===== src/rtl/cpx_pkg.sv =====
package cpx_pkg;
  typedef enum logic [1:0] {
    CYC_NONE = 2'b00,
    CYC_INT  = 2'b01,
    CYC_SEQ  = 2'b10,
    CYC_NSEQ = 2'b11
  } cyc_e;

  typedef enum logic [1:0] {
    ST_IDLE = 2'b00,
    ST_XFER = 2'b01,
    ST_FIN  = 2'b10
  } seq_st_e;
endpackage


===== src/rtl/cpx_addr_calc.sv =====
module cpx_addr_calc #(
  parameter int AW       = 32,
  parameter int OW       = 8,
  parameter int SH       = 2,
  parameter int RW       = 4,
  parameter int PC_IDX   = 15,
  parameter int PC_AHEAD = 8
) (
  input  logic [OW-1:0] imm_ofs,
  input  logic          up,
  input  logic          pre,
  input  logic [RW-1:0] base_idx,
  input  logic [AW-1:0] base_val,
  input  logic [AW-1:0] instr_addr,
  output logic [AW-1:0] first_addr,
  output logic [AW-1:0] mod_base,
  output logic          base_is_pc
);
  function automatic logic [AW-1:0] scale_ofs(input logic [OW-1:0] imm);
    return AW'({imm, {SH{1'b0}}});
  endfunction

  function automatic logic [AW-1:0] step_base(input logic [AW-1:0] b,
                                               input logic [AW-1:0] o,
                                               input logic         add);
    return add ? (b + o) : (b - o);
  endfunction

  logic [AW-1:0] eff_base;

  always_comb begin
    base_is_pc = (base_idx == RW'(PC_IDX));
    eff_base   = base_is_pc ? (instr_addr + AW'(PC_AHEAD)) : base_val;
    mod_base   = step_base(eff_base, scale_ofs(imm_ofs), up);
    first_addr = pre ? mod_base : eff_base;
  end
endmodule


===== src/rtl/cpx_addr_ctr.sv =====
module cpx_addr_ctr #(
  parameter int AW   = 32,
  parameter int STEP = 4
) (
  input  logic          clk,
  input  logic          rst_n,
  input  logic          load,
  input  logic [AW-1:0] load_val,
  input  logic          step,
  output logic [AW-1:0] addr
);
  always_ff @(posedge clk) begin
    if (!rst_n)    addr <= '0;
    else if (load) addr <= load_val;
    else if (step) addr <= addr + AW'(STEP);
  end
endmodule


===== src/rtl/cpx_seq_ctrl.sv =====
module cpx_seq_ctrl
  import cpx_pkg::*;
(
  input  logic       clk,
  input  logic       rst_n,
  input  logic       start,
  input  logic       cp_busy,
  input  logic       cp_last,
  input  logic       mem_abort,
  output logic       ready,
  output logic       load,
  output logic       strobe,
  output logic       fin,
  output logic       aborted,
  output logic [1:0] cyc_type
);
  seq_st_e st_q;
  logic    first_q;
  logic    abort_q;
  logic    hold;

  always_comb begin
    ready    = (st_q == ST_IDLE);
    load     = ready && start;
    hold     = first_q && cp_busy;
    strobe   = (st_q == ST_XFER) && !hold;
    fin      = (st_q == ST_FIN);
    aborted  = abort_q;
    cyc_type = CYC_NONE;
    unique case (st_q)
      ST_XFER: cyc_type = hold ? CYC_INT : (first_q ? CYC_NSEQ : CYC_SEQ);
      ST_FIN:  cyc_type = CYC_NSEQ;
      default: cyc_type = CYC_NONE;
    endcase
  end

  always_ff @(posedge clk) begin
    if (!rst_n) begin
      st_q    <= ST_IDLE;
      first_q <= 1'b0;
      abort_q <= 1'b0;
    end else begin
      unique case (st_q)
        ST_IDLE: if (start) begin
          st_q    <= ST_XFER;
          first_q <= 1'b1;
          abort_q <= 1'b0;
        end
        ST_XFER: if (strobe) begin
          first_q <= 1'b0;
          if (mem_abort) begin
            abort_q <= 1'b1;
            st_q    <= ST_FIN;
          end else if (cp_last) begin
            st_q <= ST_FIN;
          end
        end
        default: st_q <= ST_IDLE;
      endcase
    end
  end
endmodule


===== src/rtl/cp_xfer_seq.sv =====
module cp_xfer_seq #(
  parameter int AW       = 32,
  parameter int OW       = 8,
  parameter int RW       = 4,
  parameter int WORD_B   = 4,
  parameter int PC_IDX   = 15,
  parameter int PC_AHEAD = 8
) (
  input  logic          clk,
  input  logic          rst_n,
  input  logic          start,
  output logic          ready,
  input  logic [OW-1:0] imm_ofs,
  input  logic          up,
  input  logic          pre,
  input  logic          wb_req,
  input  logic [RW-1:0] base_idx,
  input  logic [AW-1:0] base_val,
  input  logic [AW-1:0] instr_addr,
  input  logic          cp_busy,
  input  logic          cp_last,
  input  logic          mem_abort,
  output logic [AW-1:0] addr,
  output logic          xfer,
  output logic [1:0]    cyc_type,
  output logic          wb_en,
  output logic [AW-1:0] wb_value,
  output logic          wb_illegal,
  output logic          data_abort,
  output logic          done
);
  localparam int SH = $clog2(WORD_B);

  logic [AW-1:0] first_addr, mod_base, mod_q;
  logic          base_is_pc, pc_q, wb_q;
  logic          load, fin, aborted;

  cpx_addr_calc #(
    .AW(AW), .OW(OW), .SH(SH), .RW(RW), .PC_IDX(PC_IDX), .PC_AHEAD(PC_AHEAD)
  ) u_calc (
    .imm_ofs(imm_ofs), .up(up), .pre(pre), .base_idx(base_idx),
    .base_val(base_val), .instr_addr(instr_addr),
    .first_addr(first_addr), .mod_base(mod_base), .base_is_pc(base_is_pc)
  );

  cpx_seq_ctrl u_ctrl (
    .clk(clk), .rst_n(rst_n), .start(start), .cp_busy(cp_busy),
    .cp_last(cp_last), .mem_abort(mem_abort), .ready(ready), .load(load),
    .strobe(xfer), .fin(fin), .aborted(aborted), .cyc_type(cyc_type)
  );

  cpx_addr_ctr #(.AW(AW), .STEP(WORD_B)) u_ctr (
    .clk(clk), .rst_n(rst_n), .load(load), .load_val(first_addr),
    .step(xfer), .addr(addr)
  );

  always_ff @(posedge clk) begin
    if (!rst_n) begin
      mod_q <= '0;
      pc_q  <= 1'b0;
      wb_q  <= 1'b0;
    end else if (load) begin
      mod_q <= mod_base;
      pc_q  <= base_is_pc;
      wb_q  <= wb_req;
    end
  end

  always_comb begin
    done       = fin;
    wb_value   = mod_q;
    wb_en      = fin && wb_q && !pc_q;
    wb_illegal = fin && wb_q && pc_q;
    data_abort = fin && aborted;
  end
endmodule


===== config.mk =====
export PLATFORM = sky130hd
export DESIGN_NAME = cp_xfer_seq
export DESIGN_NICKNAME = d
export VERILOG_FILES = /design/src/rtl/cpx_pkg.sv /design/src/rtl/cpx_addr_calc.sv /design/src/rtl/cpx_addr_ctr.sv /design/src/rtl/cpx_seq_ctrl.sv /design/src/rtl/cp_xfer_seq.sv
export SDC_FILE = /design/constraint.sdc
export NUM_CORES = 1
export LEC_CHECK = 0
export BUFFER_PORTS_ARGS = -buffer_cell sky130_fd_sc_hd__buf_2
export CORE_ASPECT_RATIO = 1.2
export CORE_MARGIN = 5
export CORE_UTILIZATION = 50
export DETAILED_ROUTE_END_ITERATION = 10
export PLACE_DENSITY = 0.74
export SLEW_MARGIN = 40
export SYNTH_ARGS = -nofsm -noshare
export SYNTH_HDL_FRONTEND = slang
export SYNTH_HIERARCHICAL = 1
export SYNTH_SLANG_ARGS = --single-unit

===== constraint.sdc =====
create_clock -name clk -period 6.7 [get_ports clk]
set_input_delay 0.67 -clock clk [delete_from_list [all_inputs] [get_ports clk]]
set_output_delay 0.67 -clock clk [all_outputs]
set_load 0.1 [all_outputs]

======== Word level (Yosys, flattened, before mapping) ========
Cells that the tools add are included.
cells by class
  add/subtract/negate cells ............... 4
  equality and inequality tests ........... 7
  reduce and logical (&&, ||, !) cells .... 15
  multiplexer cells ....................... 20
operator list
  cell                                                  count
  2-to-1 mux 32 bit                                     5
  adder 32 x 10 -> 32 bit                               1
  adder 32 x 3 -> 32 bit (second input constant)        1
  adder 32 x 4 -> 32 bit (second input constant)        1
  subtractor 32 x 10 -> 32 bit                          1
  2-to-1 mux 2 bit                                      5
  one-hot mux 2 bit (2 select lines)                    2
  logical AND 1 bit                                     7
  2-to-1 mux 1 bit                                      6
  inequality test 2 bit (second input constant)         3
  AND reduction 3 bit                                   2
  equality test 4 bit (second input constant)           1
  one-hot mux 1 bit (2 select lines)                    2
  AND reduction 4 bit                                   1
  nonzero test 2 bit                                    2
  inequality test 3 bit (second input constant)         1
  equality test 2 x 1 -> 1 bit (second input constant)  1
  equality test 2 bit (second input constant)           1
  logical NOT 1 bit                                     2
  logical NOT 2 bit                                     1
word-level totals
  register bits after elaboration ......... 70
  input bits .............................. 85
  word-level logic and storage cells ...... 53

======== Depth between registers and ports, before layout ========
  word-level depth ........................ 6
  gate-level depth with buffers ........... 20
  gate-level depth less buffers ........... 18

======== Hierarchy ========
The synthesis kept the hierarchy.
by module, submodules not included
  module         cells each  area each (µm²)  times used  seq. area each (µm²)
  cpx_addr_calc  486         3,293.2          1           0.0
  cpx_addr_ctr   233         1,864.3          1           640.6
  cp_xfer_seq    113         1,336.3          1           680.7
  cpx_seq_ctrl   32          291.5            1           80.1

======== Worst setup path after synthesis ========
No wires, ideal clock.
  path kind ............................... input-to-reg
  start ................................... input port imm_ofs[3]
  end ..................................... register u_ctr.addr[31]
  required time ........................... 6.621 ns
  cell stages on the path ................. 17
  path slack .............................. 2.424 ns
  arrival ................................. 4.196 ns
  setup time .............................. 0.079 ns
  path buffers ............................ 0
  cells stage by stage .................... nor2_1 > nor4b_1 > nor3b_1 > ha_1 > mux2_2 > ha_1 > nand2_1 > o21ai_0 > nand2_1 > and3_1 > or3_1 > o311ai_1 > xor2_1 > nand2_1 > a21oi_1 > a31oi_1 > o211ai_1
on the way
  word-level cells in the longest chain between the ends .. 4
RTL lines
  item                                                                            line                 RTL
  from (decl)                                                                     cp_xfer_seq.sv:13    input logic [OW-1:0] imm_ofs,
  subtractor 32 x 10 -> 32 bit / adder 32 x 10 -> 32 bit (equally long branches)  cpx_addr_calc.sv:26  return add ? (b + o) : (b - o);
  2-to-1 mux 32 bit *                                                             cpx_addr_calc.sv:26
  2-to-1 mux 32 bit *                                                             cpx_addr_calc.sv:35  first_addr = pre ? mod_base : eff_base;
  net first_addr[31]                                                              cp_xfer_seq.sv:34    logic [AW-1:0] first_addr, mod_base, mod_q;
  2-to-1 mux 32 bit *                                                             cpx_addr_ctr.sv:14   else if (load) addr <= load_val;
  to (signal assigned)                                                            cpx_addr_ctr.sv:14
  to (signal assigned)                                                            cpx_addr_ctr.sv:15   else if (step) addr <= addr + AW'(STEP);
  to (decl)                                                                       cpx_addr_ctr.sv:10   output logic [AW-1:0] addr
Mark *: on every way through the listed nets, which the timed path passes. The rest lies on a longest branch.
A chain may end at the register's enable or synchronous reset.

======== Final worst setup path ========
  start ................................... input port instr_addr[3]
  end ..................................... register u_ctr.addr[31]
on the way
  word-level cells in the longest chain between the ends .. 6
RTL lines
  item                                                                            line                 RTL
  from (decl)                                                                     cp_xfer_seq.sv:19    input logic [AW-1:0] instr_addr,
  adder 32 x 4 -> 32 bit *                                                        cpx_addr_calc.sv:33  eff_base = base_is_pc ? (instr_addr + AW'(PC_AHEAD)) : base_val;
  2-to-1 mux 32 bit *                                                             cpx_addr_calc.sv:33
  subtractor 32 x 10 -> 32 bit / adder 32 x 10 -> 32 bit (equally long branches)  cpx_addr_calc.sv:26
  2-to-1 mux 32 bit                                                               cpx_addr_calc.sv:26
  2-to-1 mux 32 bit *                                                             cpx_addr_calc.sv:35
  net first_addr[31]                                                              cp_xfer_seq.sv:34
  2-to-1 mux 32 bit *                                                             cpx_addr_ctr.sv:14
Marks and branches as above.

==> out/results.tsv <==
metric	value	unit
rows	46	
p_comb_frac	0.605	
grt_start_max_net_pins	62	
async_flop_share	0	
clock-sinks	70	
grt_pass1_wl	33.43	mm
synth_top_cell_area_share	0.2065	
hpwlAfterDp	16.69	mm
synthToLayoutAreaGrowth	15.82	%
routed_wl	21.63	mm
mostFrequentLayoutCell	buf_2	
clock_latency	0.35	ns
core	13300	um^2
finalMaxSlewViolations	0	
path_clk_slew	0.07	ns
diodes	0	
post-route-period-util	0.6945	
ir_drop	0.0005077	V
avgSynthCellArea	7.853	um^2
drive_above_1_share	0.2382	
status	finished, final reports clean	
antenna_left	0	
cts-resized-gates	0	
crit_fanout	10	
yosys_warnings	6	
clockRootBuffer	clkbuf_16	
hold_buffers	0	
dr.pass1.iters	5	
critPathSlowestCell	nor4_4	
hold_viol	0	
gr-total-overflow	0	
clock_skew	0.007207	ns
grt_usage	0.2649	
seq_area_frac_synth	0.2065	
fin_area	7859	um^2
critPathKind	in -> reg	
fin_setup_tns	0	ns
fp.dieH	137.6	um
p_per_area	364.2	nW/um^2
drc	0	
synth_cells	864	
critPathCaptureType	flip-flop	
drv_cap	0	
routed_via_density	6.125	
clock.fmax	214.9	MHz
io_buffers	156	
layout_common_cells	buf_2, nand2_1, dfxtp_1, o21ai_0, a21oi_1	
htreeDepth	3	
crit_arrival	4.88	ns
p_sw_frac	0.5777	
dpl_cell_area	7555	um^2
start_util	0.5104	
ys_ff_latch	70	
slew_headroom	0.4465	
slowest_delay	0.65	ns
cts_buffer_depth	2	
yosysTopAreaCell	dfxtp_1	
tightest_slew	0.8302	ns
io_pins	157	
grt_pass1_vias	6592	
final_nets	1113	
vias	7123	
pwr-share-seq	0.224	
cp.required	6.93	ns
p_sw	1653	uW
cp_cell_sequence	buf_2, ha_1, nand4_1, nor4_4, a31o_2, nor3b_1, nor2_1, ha_1, and3_1, and3_1, nand4_1, or3_1, o311ai_1, xor2_1, nand2_1, a21oi_1, a31oi_1, o211ai_1	
rsz0062_at_grt	false	
power.leakage	0.003407	uW
final-setup-viol-count	0	
synth_ff_type	dfxtp_1	
layout_min_cycle_time	4.653	ns
synth_nets	987	
place.gp.congestion	0.9573	
die_x	116.3	um
wl_per_cell	18.60	um
synth_area	6785	um^2
clkPwrFrac	0.172	
ys_types	81	
synthTopCellsByArea	dfxtp_1, ha_1, mux2i_1	
numCtsBuffers	9	
cellInternalPower	1209	uW
drtIter0Drc	439	
synth_edf_count	0	
antenna_found_initial	0	
postCtsSetupBuffers	0	
cts_tree	yes	
startpoint_type	primary input	
hold_class	reg -> reg	
die_area	16010	um^2
[worst max-delay path, delay by kind of cell]
| kind | cells | cell delay (ns) |
|---|---|---|
| AO/OA/AOI/OAI | 5 | 0.86 |
| XOR/XNOR | 1 | 0.12 |
| adder cells (fa/ha/maj) | 2 | 0.65 |
| buffers and inverters | 1 | 0.11 |
| AND/OR/NAND/NOR | 9 | 2.46 |
[cell families after synthesis]
kind of cell	after synthesis	share of synthesized area
flip-flops	70	0.2065
buffers and inverters	69	0.05200
AND/OR/NAND/NOR	333	0.2648
AO/OA/AOI/OAI	216	0.2089
XOR/XNOR	69	0.08907
multiplexers	69	0.1075
adder cells (fa/ha/maj)	38	0.07118
[sequential cells by signal, indices dropped and copies added, names as in the netlist]
signal / cells
pc_q: 1
u_ctrl/first_q: 1
u_ctr/addr: 32
u_ctrl/st_q: 2
u_ctrl/aborted: 1
wb_value: 32
wb_q: 1
[stage by stage]
step	hold WS [ns]	power, uW	setup slack [ns]	cells	util
after global routing	0.5352	2994	1.771	1163	0.5911
after detailed placement	0.4826	2368	1.775	1147	0.5682
after global placement	0.4818	2354	1.862	1147	0.5679
after CTS	0.4996	2864	2.095	1163	0.5906
final	0.4963	2862	2.047	1163	0.5911
after floorplan	0.4688	2079	2.424	864	-
[synth_stat cells (23+ instances only)]
cell,number
xor2_1,35
nand4_1,25
nand3_1,23
ha_1,37
xnor2_1,34
nand2_1,91
mux2i_1,41
a21oi_1,51
mux2_2,27
clkbuf_1,30
nor2_1,45
dfxtp_1,70
o21ai_0,67
nor2b_1,43
[final timing paths]
check	slack (ns)	end	cells past startpoint	from
max	2.05	u_ctr/addr[31]$_SDFFE_PN0N_	18	instr_addr[3]
min	0.50	u_ctr/addr[1]$_SDFFE_PN0P_	2	u_ctr/addr[1]$_SDFFE_PN0P_
max reg2reg	3.99	u_ctr/addr[28]$_SDFFE_PN0N_	9	u_ctrl/st_q[1]$_SDFFE_PN0P_
min reg2reg	0.50	u_ctr/addr[1]$_SDFFE_PN0P_	2	u_ctr/addr[1]$_SDFFE_PN0P_
[per-layer routing]
layer | GRT usage | wire [um]
met1 | 0.3328 | 8919
met2 | 0.4453 | 10280
met3 | 0.04525 | 1734
met4 | 0.1096 | 701
met5 | 0 | 0
[power by group through the flow]
stage	combinational, uW	sequential, uW	clock [uW]
3_5_place_dp	1720	645	0
2_1_floorplan	775	1300	0
5_1_grt	1820	657	515
6_report	1730	640	491
4_1_cts	1730	639	498
3_3_place_gp	1710	646	0
[layout make-up]
cell class | count | area [um^2]
clock buffers | 9 | 225.2
inverters | 22 | 82.58
repair buffers | 162 | 825.8
multi-input cells | 725 | 5041
clock inverters | 7 | 72.57
flip-flops and latches | 70 | 1401
fillers | 1274 | 5436
well taps | 168 | 210.2
(Power assumes the default switching activity.)
